==> src/rtl/pp_ack_pkg.sv <==
package pp_ack_pkg;

  localparam int unsigned MODE_W = 3;

  typedef enum logic [MODE_W-1:0] {
    XFER_IDLE  = 3'd0,
    XFER_FWD   = 3'd1,
    XFER_RSV2  = 3'd2,
    XFER_RSV3  = 3'd3,
    XFER_NIB   = 3'd4,
    XFER_BYTE  = 3'd5,
    XFER_ECPR  = 3'd6,
    XFER_RSV7  = 3'd7
  } xfer_mode_e;

  typedef enum logic [1:0] {
    SEQ_IDLE  = 2'd0,
    SEQ_PULSE = 2'd1,
    SEQ_SETUP = 2'd2
  } seq_state_e;

  function automatic logic is_reverse(input logic [MODE_W-1:0] m);
    return (m == XFER_NIB) || (m == XFER_BYTE) || (m == XFER_ECPR);
  endfunction

  function automatic logic is_served(input logic [MODE_W-1:0] m);
    return (m == XFER_FWD) || is_reverse(m);
  endfunction

endpackage

==> src/rtl/pp_sync_chain.sv <==
module pp_sync_chain #(
  parameter int unsigned WIDTH  = 2,
  parameter int unsigned STAGES = 2,
  parameter logic [WIDTH-1:0] RST_VAL = '1
) (
  input  logic             clk,
  input  logic             rst_n,
  input  logic [WIDTH-1:0] d_i,
  output logic [WIDTH-1:0] q_o
);

  logic [WIDTH-1:0] stage_q [STAGES];

  generate
    for (genvar s = 0; s < STAGES; s++) begin : g_stage
      if (s == 0) begin : g_first
        always_ff @(posedge clk or negedge rst_n) begin
          if (!rst_n) stage_q[s] <= RST_VAL;
          else        stage_q[s] <= d_i;
        end
      end else begin : g_next
        always_ff @(posedge clk or negedge rst_n) begin
          if (!rst_n) stage_q[s] <= RST_VAL;
          else        stage_q[s] <= stage_q[s-1];
        end
      end
    end
  endgenerate

  assign q_o = stage_q[STAGES-1];

endmodule

==> src/rtl/pp_cmd_capture.sv <==
module pp_cmd_capture (
  input  logic clk,
  input  logic rst_n,
  input  logic strobe_n_s_i,
  input  logic autofd_n_s_i,
  input  logic dout_en_i,
  output logic cmd_o
);

  logic strobe_prev_q;
  logic strobe_fall;
  logic cmd_q;

  assign strobe_fall = strobe_prev_q & ~strobe_n_s_i;

  always_ff @(posedge clk or negedge rst_n) begin
    if (!rst_n) begin
      strobe_prev_q <= 1'b1;
      cmd_q         <= 1'b0;
    end else begin
      strobe_prev_q <= strobe_n_s_i;
      if (strobe_fall && !dout_en_i) begin
        cmd_q <= autofd_n_s_i;
      end
    end
  end

  assign cmd_o = cmd_q;

endmodule

==> src/rtl/pp_ack_sequencer.sv <==
module pp_ack_sequencer
  import pp_ack_pkg::*;
#(
  parameter int unsigned CNT_W = 8
) (
  input  logic              clk,
  input  logic              rst_n,
  input  logic [MODE_W-1:0] mode_i,
  input  logic [CNT_W-1:0]  width_i,
  input  logic              start_valid_i,
  output logic              start_ready_o,
  output logic              ack_n_o,
  output logic              done_o
);

  localparam logic [CNT_W-1:0] CNT_ZERO = '0;
  localparam logic [CNT_W-1:0] CNT_ONE  = CNT_W'(1);

  seq_state_e       state_q, state_d;
  logic [CNT_W-1:0] cnt_q, cnt_d;
  logic             ack_q, ack_d;
  logic             done_q, done_d;
  logic             accept;
  logic             cnt_end;

  assign start_ready_o = (state_q == SEQ_IDLE) && !done_q && is_served(mode_i);
  assign accept        = start_valid_i && start_ready_o;
  assign cnt_end       = (cnt_q == CNT_ZERO);

  always_comb begin
    state_d = state_q;
    cnt_d   = cnt_q;
    ack_d   = ack_q;
    done_d  = 1'b0;
    unique case (state_q)
      SEQ_PULSE: begin
        if (cnt_end) begin
          ack_d   = 1'b1;
          done_d  = 1'b1;
          state_d = SEQ_IDLE;
        end else begin
          cnt_d = cnt_q - CNT_ONE;
        end
      end
      SEQ_SETUP: begin
        if (cnt_end) begin
          ack_d   = ~ack_q;
          done_d  = 1'b1;
          state_d = SEQ_IDLE;
        end else begin
          cnt_d = cnt_q - CNT_ONE;
        end
      end
      default: begin
        if (accept) begin
          if (mode_i == XFER_FWD) begin
            if (width_i == CNT_ZERO) begin
              done_d = 1'b1;
              ack_d  = 1'b1;
            end else begin
              ack_d   = 1'b0;
              cnt_d   = width_i - CNT_ONE;
              state_d = SEQ_PULSE;
            end
          end else begin
            cnt_d   = width_i;
            state_d = SEQ_SETUP;
          end
        end else if (!is_reverse(mode_i)) begin
          ack_d = 1'b1;
        end
      end
    endcase
  end

  always_ff @(posedge clk or negedge rst_n) begin
    if (!rst_n) begin
      state_q <= SEQ_IDLE;
      cnt_q   <= CNT_ZERO;
      ack_q   <= 1'b1;
      done_q  <= 1'b0;
    end else begin
      state_q <= state_d;
      cnt_q   <= cnt_d;
      ack_q   <= ack_d;
      done_q  <= done_d;
    end
  end

  assign ack_n_o = ack_q;
  assign done_o  = done_q;

endmodule

==> src/rtl/pp_ack_timer.sv <==
module pp_ack_timer
  import pp_ack_pkg::*;
#(
  parameter int unsigned CNT_W       = 8,
  parameter int unsigned SYNC_STAGES = 2
) (
  input  logic              clk,
  input  logic              rst_n,
  input  logic [MODE_W-1:0] mode_i,
  input  logic [CNT_W-1:0]  width_i,
  input  logic              start_valid_i,
  output logic              start_ready_o,
  input  logic              strobe_n_i,
  input  logic              autofd_n_i,
  input  logic              dout_en_i,
  output logic              ack_n_o,
  output logic              done_o,
  output logic              cmd_o
);

  localparam int unsigned SYNC_W = 2;

  logic [SYNC_W-1:0] host_raw;
  logic [SYNC_W-1:0] host_sync;

  assign host_raw = {autofd_n_i, strobe_n_i};

  pp_sync_chain #(
    .WIDTH   (SYNC_W),
    .STAGES  (SYNC_STAGES),
    .RST_VAL ({SYNC_W{1'b1}})
  ) u_sync (
    .clk   (clk),
    .rst_n (rst_n),
    .d_i   (host_raw),
    .q_o   (host_sync)
  );

  pp_cmd_capture u_cmd (
    .clk          (clk),
    .rst_n        (rst_n),
    .strobe_n_s_i (host_sync[0]),
    .autofd_n_s_i (host_sync[1]),
    .dout_en_i    (dout_en_i),
    .cmd_o        (cmd_o)
  );

  pp_ack_sequencer #(
    .CNT_W (CNT_W)
  ) u_seq (
    .clk           (clk),
    .rst_n         (rst_n),
    .mode_i        (mode_i),
    .width_i       (width_i),
    .start_valid_i (start_valid_i),
    .start_ready_o (start_ready_o),
    .ack_n_o       (ack_n_o),
    .done_o        (done_o)
  );

endmodule

==> config.mk <==
export PLATFORM = sky130hd
export DESIGN_NAME = pp_ack_timer
export DESIGN_NICKNAME = d
export VERILOG_FILES = /design/src/rtl/pp_ack_pkg.sv /design/src/rtl/pp_sync_chain.sv /design/src/rtl/pp_cmd_capture.sv /design/src/rtl/pp_ack_sequencer.sv /design/src/rtl/pp_ack_timer.sv
export SDC_FILE = /design/constraint.sdc
export NUM_CORES = 1
export LEC_CHECK = 0
export ABC_AREA = 1
export CAP_MARGIN = 20
export CORE_AREA = 10 10 62 64
export CTS_CLUSTER_SIZE = 40
export DETAILED_ROUTE_END_ITERATION = 16
export DIE_AREA = 0 0 72 74
export PLACE_DENSITY_LB_ADDON = 0.3
export SYNTH_ARGS = -nofsm -noshare
export SYNTH_HDL_FRONTEND = slang
export SYNTH_HIERARCHICAL = 1
export SYNTH_SLANG_ARGS = --single-unit
export TNS_END_PERCENT = 50
==> constraint.sdc <==
create_clock -name clk -period 2 [get_ports clk]
set_input_delay 0.3 -clock clk [delete_from_list [all_inputs] [get_ports clk]]
set_output_delay 0.3 -clock clk [all_outputs]
set_load 0.01 [all_outputs]
# Yosys cells after proc, flatten, opt, wreduce, memory -nomap -nowiden

Cells that the tools add are included.

Bits in registers: 18
Bits of input ports: 17

Add/subtract/negate cells: 2
Equality and inequality tests: 13
Multiplexer cells: 21
Bitwise logic cells: 3
Reduce and logical (&&, ||, !) cells: 17

Operator list:

| operator                                                                | count |
|---|---|
| 8-bit 2-to-1 mux                                                        | 5 |
| 8-bit logical NOT                                                       | 2 |
| 8-bit by 1-bit subtractor with 8-bit output, second input constant      | 2 |
| 1-bit 2-to-1 mux                                                        | 10 |
| 2-bit 2-to-1 mux                                                        | 5 |
| 3-bit equality test, second input constant                              | 3 |
| 2-bit by 1-bit inequality test with 1-bit output, second input constant | 3 |
| 3-bit AND reduction                                                     | 2 |
| 1-bit logical AND                                                       | 4 |
| 4-bit by 3-bit inequality test with 1-bit output, second input constant | 1 |
| 4-bit inequality test, second input constant                            | 1 |
| 4-bit AND reduction                                                     | 1 |
| 3-bit by 1-bit equality test with 1-bit output, second input constant   | 1 |
| 1-bit logical OR                                                        | 3 |
| 3-bit inequality test, second input constant                            | 1 |
| 2-bit by 1-bit equality test with 1-bit output, second input constant   | 1 |
| 2-bit equality test, second input constant                              | 1 |
| 1-bit logical NOT                                                       | 2 |
| 2-bit logical NOT                                                       | 1 |
| 2-bit inequality test, second input constant                            | 1 |
| 1-bit NOT                                                               | 2 |
| 1-bit one-hot mux with 2 select lines                                   | 1 |
| 2-bit nonzero test                                                      | 1 |
| 2-bit OR reduction                                                      | 1 |
| 1-bit AND                                                               | 1 |

# Logic depth before layout (Yosys ltp)

Gate-level depths: netlist of the first run.

Depth after elaboration: 8
Mapped depth: 11

# Cells and area by module

The synthesis of the first run kept the hierarchy.

By module, submodules not included:

| module           | instances | cells each | area each (µm²) |
|---|---|---|---|
| pp_ack_sequencer | 1         | 188        | 1173.6 |
| pp_sync_chain    | 1         | 6          | 120.1 |
| pp_cmd_capture   | 1         | 8          | 82.6 |

# Least setup slack after synthesis of the first run

No wires, ideal clock.

Kind: flip-flop to flip-flop
From: register u_seq.state_q[0]
To: register u_seq.cnt_q[0]
Setup time: 0.121 ns
Arrival time: 1.381 ns
Required time: 1.879 ns
Slack: 0.498 ns
Cell stages (with the launch flop): 11
Buffers on the path: 2
Period minus slack after synthesis: 1.502 ns
Cell sequence: dfrtp_1 -> inv_1 -> ha_1 -> buf_2 -> nor2_4 -> nand2_2 -> nand2_2 -> nor2_4 -> buf_6 -> nand2_1 -> o21ai_2

Cells in the longest elaborated chain, start to end: 6
Elaborated cells between the ends (all ways): 12
Classes of those cells: 4 x eq/ne; 1 x mux; 7 x reduce/logical

RTL lines:

| item                                                                          | RTL line               | source |
|---|---|---|
| start, declared                                                               | pp_ack_sequencer.sv:19 | `seq_state_e state_q, state_d;` |
| start signal, assigned                                                        | pp_ack_sequencer.sv:83 | `state_q <= state_d;` |
| parallel branches: the longest is 6 deep, another holds 3-bit inequality test | n/a                    |  |
| end signal, assigned                                                          | pp_ack_sequencer.sv:84 | `cnt_q <= cnt_d;` |
| end, declared                                                                 | pp_ack_sequencer.sv:20 | `logic [CNT_W-1:0] cnt_q, cnt_d;` |

Parallel ways; which one is timed is not known.
A chain may end at the register's enable or synchronous reset.

# Final worst setup path of the first run

From: register u_seq.state_q[0]
To: output port start_ready_o

Cells in the longest elaborated chain, start to end: 3

RTL lines:

| item                           | RTL line               | source |
|---|---|---|
| 2-bit logical NOT              | pp_ack_sequencer.sv:26 | `assign start_ready_o = (state_q == SEQ_IDLE) && !done_q && is_served(mode_i);` |
| 1-bit logical AND (2 in a row) | pp_ack_sequencer.sv:26 |  |
| end, declared                  | pp_ack_timer.sv:12     | `output logic start_ready_o,` |

No other way between the ends.

==> results of run 1 <==
## layout make-up
| cell class | instances | share of cell area |
|---|---|---|
| clock buffers | 3 | 0.01348 |
| repair buffers | 27 | 0.1581 |
| well taps | 31 | 0.02322 |
| multi-input cells | 149 | 0.4637 |
| inverters | 30 | 0.06742 |
| flip-flops and latches | 18 | 0.2742 |
## worst min path at each step
stage                           start        endpoint  slack [ps]
floorplan                       rst_n     u_cmd/cmd_o           4
global placement    u_sync/stage_q[3]   u_sync/q_o[1]         350
detailed placement  u_sync/stage_q[2]   u_sync/q_o[0]         350
CTS                             rst_n    u_seq/done_o         340
global route                    rst_n  u_seq/cnt_q[1]         350
finish                          rst_n    u_seq/done_o         340
## metal layers
metal | share of wire | GRT usage
met1 | 0.44 | 0.1325
met2 | 0.50 | 0.2108
met3 | 0.055 | 0.03457
met4 | 0.0082 | 0.02581
met5 | 0 | 0
## synthesized netlist by cell type
cell / number
a21oi_1: 3
buf_2: 2
buf_4: 2
buf_6: 1
dfrtp_1: 12
dfstp_2: 6
ha_1: 7
inv_1: 21
inv_2: 9
nand2_1: 65
nand2_2: 5
nand3_1: 19
nand3_2: 2
nand3b_1: 3
nand4_1: 2
nand4_4: 1
nor2_1: 21
nor2_2: 2
nor2_4: 3
o21ai_0: 10
o21ai_1: 2
o21ai_2: 2
xor2_1: 2
## logic make-up after synthesis
| logic type | after synthesis | synth area share |
|---|---|---|
| xor gates and xnor gates | 2 | 0.01273 |
| AOI/OAI and AO/OA | 17 | 0.06727 |
| buffers and inverters | 35 | 0.1082 |
| DFF | 18 | 0.3327 |
| and+or+nand+nor | 123 | 0.4154 |
| adders and majority gates | 7 | 0.06363 |
## cells in the final DEF (no fill, tap or decap)
cell             Yosys  routed
a21oi_1              3       3
buf_12               0       1
buf_4                2       6
clkbuf_4             0       3
clkdlybuf4s50_1      0      19
dfrtp_1             12      12
dfstp_2              6       6
dlygate4sd2_1        0       1
ha_1                 7       7
inv_1               21      21
inv_2                9       9
nand2_1             65      65
nand2_2              5       5
nand3_1             19      19
nand3_2              2       2
nand3b_1             3       3
nand4_1              2       2
nand4_4              1       1
nor2_1              21      21
nor2_2               2       1
nor2_4               3       4
o21ai_0             10      10
o21ai_1              2       2
o21ai_2              2       2
xor2_1               2       2
## worst max-delay path: stages, from the launching register on
cell and delay (ps):
dfrtp_1 410, inv_1 90, ha_1 140, inv_1 60, nor2_4 110, nand3_1 80, inv_1 50, dlygate4sd2_1 260
## sequential cells by signal (all words and copies together) (netlist names)
signal,cells
u_seq/cnt_q,8
u_cmd/strobe_prev_q,1
u_cmd/cmd_o,1
u_sync/stage_q,2
u_seq/state_q,2
u_sync/q_o,2
u_seq/ack_n_o,1
u_seq/done_o,1
## report_power, final
group / internal, µW / switching, µW
logic: 459 / 678
registers: 496 / 101
clock network: 69.9 / 97.9
## per-stage QoR
step	setup slack, ps	instance area, µm²	hold slack (ps)
after floorplan	498.3	1376	4.409
after global placement	84.22	1644	346.1
after detailed placement	64.46	1644	348.8
after CTS	169.5	1670	335.5
after global routing	57.66	1670	350.6
final	212.8	1670	337.5
## timing repair
| action | CTS | global route |
|---|---|---|
| gates resized for setup | 2 | 0 |
| buffers inserted | 0 | 0 |
| endpoints found under the setup margin | 1 | 0 |
==> summary.md, run 1 <==
| Metric | Value |
|---|---|
| Slew headroom | `0.7608` |
| Vias in the first global route | `1223` |
| Final setup viols | `0` |
| Final Hold Viols | `0` |
| Final TNS setup | `0 ps` |
| Die Ht | `74 µm` |
| Clk_skew | `1.850 ps` |
| # IOs | `21` |
| Avg Inst Size Synth | `6.813 µm²` |
| Fmax | `559.5 MHz` |
| Synth unique cells | `23` |
| Critical path data arrival time | `1490 ps` |
| RSZ-0062 raised after global routing | `no` |
| Gate Count Post-Synth | `202` |
| Wire per inst | `10.94 µm` |
| Worst setup EP type | `output port` |
| CP Launch Type | `flop` |
| GPL Wtd Cong | `0.8171` |
| Initial DRC Count | `47` |
| Final core area utilization | `0.6274` |
| Final routed DRC violation total | `0` |
| YS warnings | `6` |
| Worst R2R Start | `u_seq/state_q[0]` |
| CTS tree | `done` |
| Seq/Total Area, Yosys | `0.3327` |
| Hold_buf cts | `0` |
| Clock Path Buffers | `2` |
| Worst Reg2Reg Path Length in Cells | `9` |
| Fin crit period | `1787 ps` |
| CORE AREA | `2663 µm²` |
| Antenna Nets Post-Route | `0` |
| Clock transition at path regs | `90 ps` |
| Row count | `19` |
| FF/Latch Area | `457.9 µm²` |
| Status | `completed` |
| FF-to-FF End | `u_seq/cnt_q[7]` |
| First-pass DRT Iterations | `4` |
| PortBufs | `20` |
| Static Leakage | `0.0008461 µW` |
| Synth top area share | `0.2182` |
| Pwr Total | `1901 µW` |
| Worst setup path end | `start_ready_o` |
| Fin crit share | `0.8936` |
| GR Overflow Total | `0` |
| Reg2Reg Setup Slack | `250 ps` |
| Share of cells above drive strength 1 | `0.1762` |
| Non-Filler Instances | `258` |
| FILL cells | `250` |
| VDD IR max | `0.9530 mV` |
| First-pass GRT wire length | `5.168 mm` |
| Worst-Skew Late Latency | `280 ps` |
| CTS buffer count | `3` |
| Initial core utilization | `0.5169` |
| Global Route Usage Sum | `0.1166` |
| Die X | `72 µm` |
| Max cap viols | `0` |
| Via density | `4.973` |
| Worst hold-check path type | `input port to asynchronous set/reset pin` |
| Top post-synthesis cells by area | `dfrtp_1, nand2_1, dfstp_2` |
| Area Growth Syn to Fin | `21.36%` |
| Initial antenna violation count | `0` |
| Slew @ Worst Pin | `358.8 ps` |
| Crit. Startpoint | `u_seq/state_q[0]` |
| NumNets Final | `253` |
| P per Cell Area | `1138 nW/µm²` |
| Final wirelength | `2.822 mm` |
| Ant diodes | `0` |
| Max-slew violation count | `0` |
| Netlist Area Pre-Place | `1376 µm²` |
| Post-DP HPWL | `2.371 mm` |
| Post-synthesis net count | `226` |
| Placed cell count | `255` |
| Multi-input gate area | `774.5 µm²` |
| Worst-path maximum fanout | `3` |
| Kind of critical path | `flop to output port` |
| Routed vias | `1283` |
| Largest net degree at the start of global routing | `19` |
| Die area | `5328 µm²` |
| CTS H-tree lvls | `1` |
| Clock tree root buffer cell | `clkbuf_4` |
| Worst endpoint required time | `1700 ps` |
| Synth Register Bits | `18` |
| Largest area contributor in the netlist | `dfrtp_1` |
| Clock sink count | `18` |
(Power assumes the default switching activity.)
==> run 2: changes to the inputs <==
Settings changed: CAP_MARGIN 20 to not set.
==> results of run 2 <==
The final DEF is identical to that of run 1; final timing and power are the same.
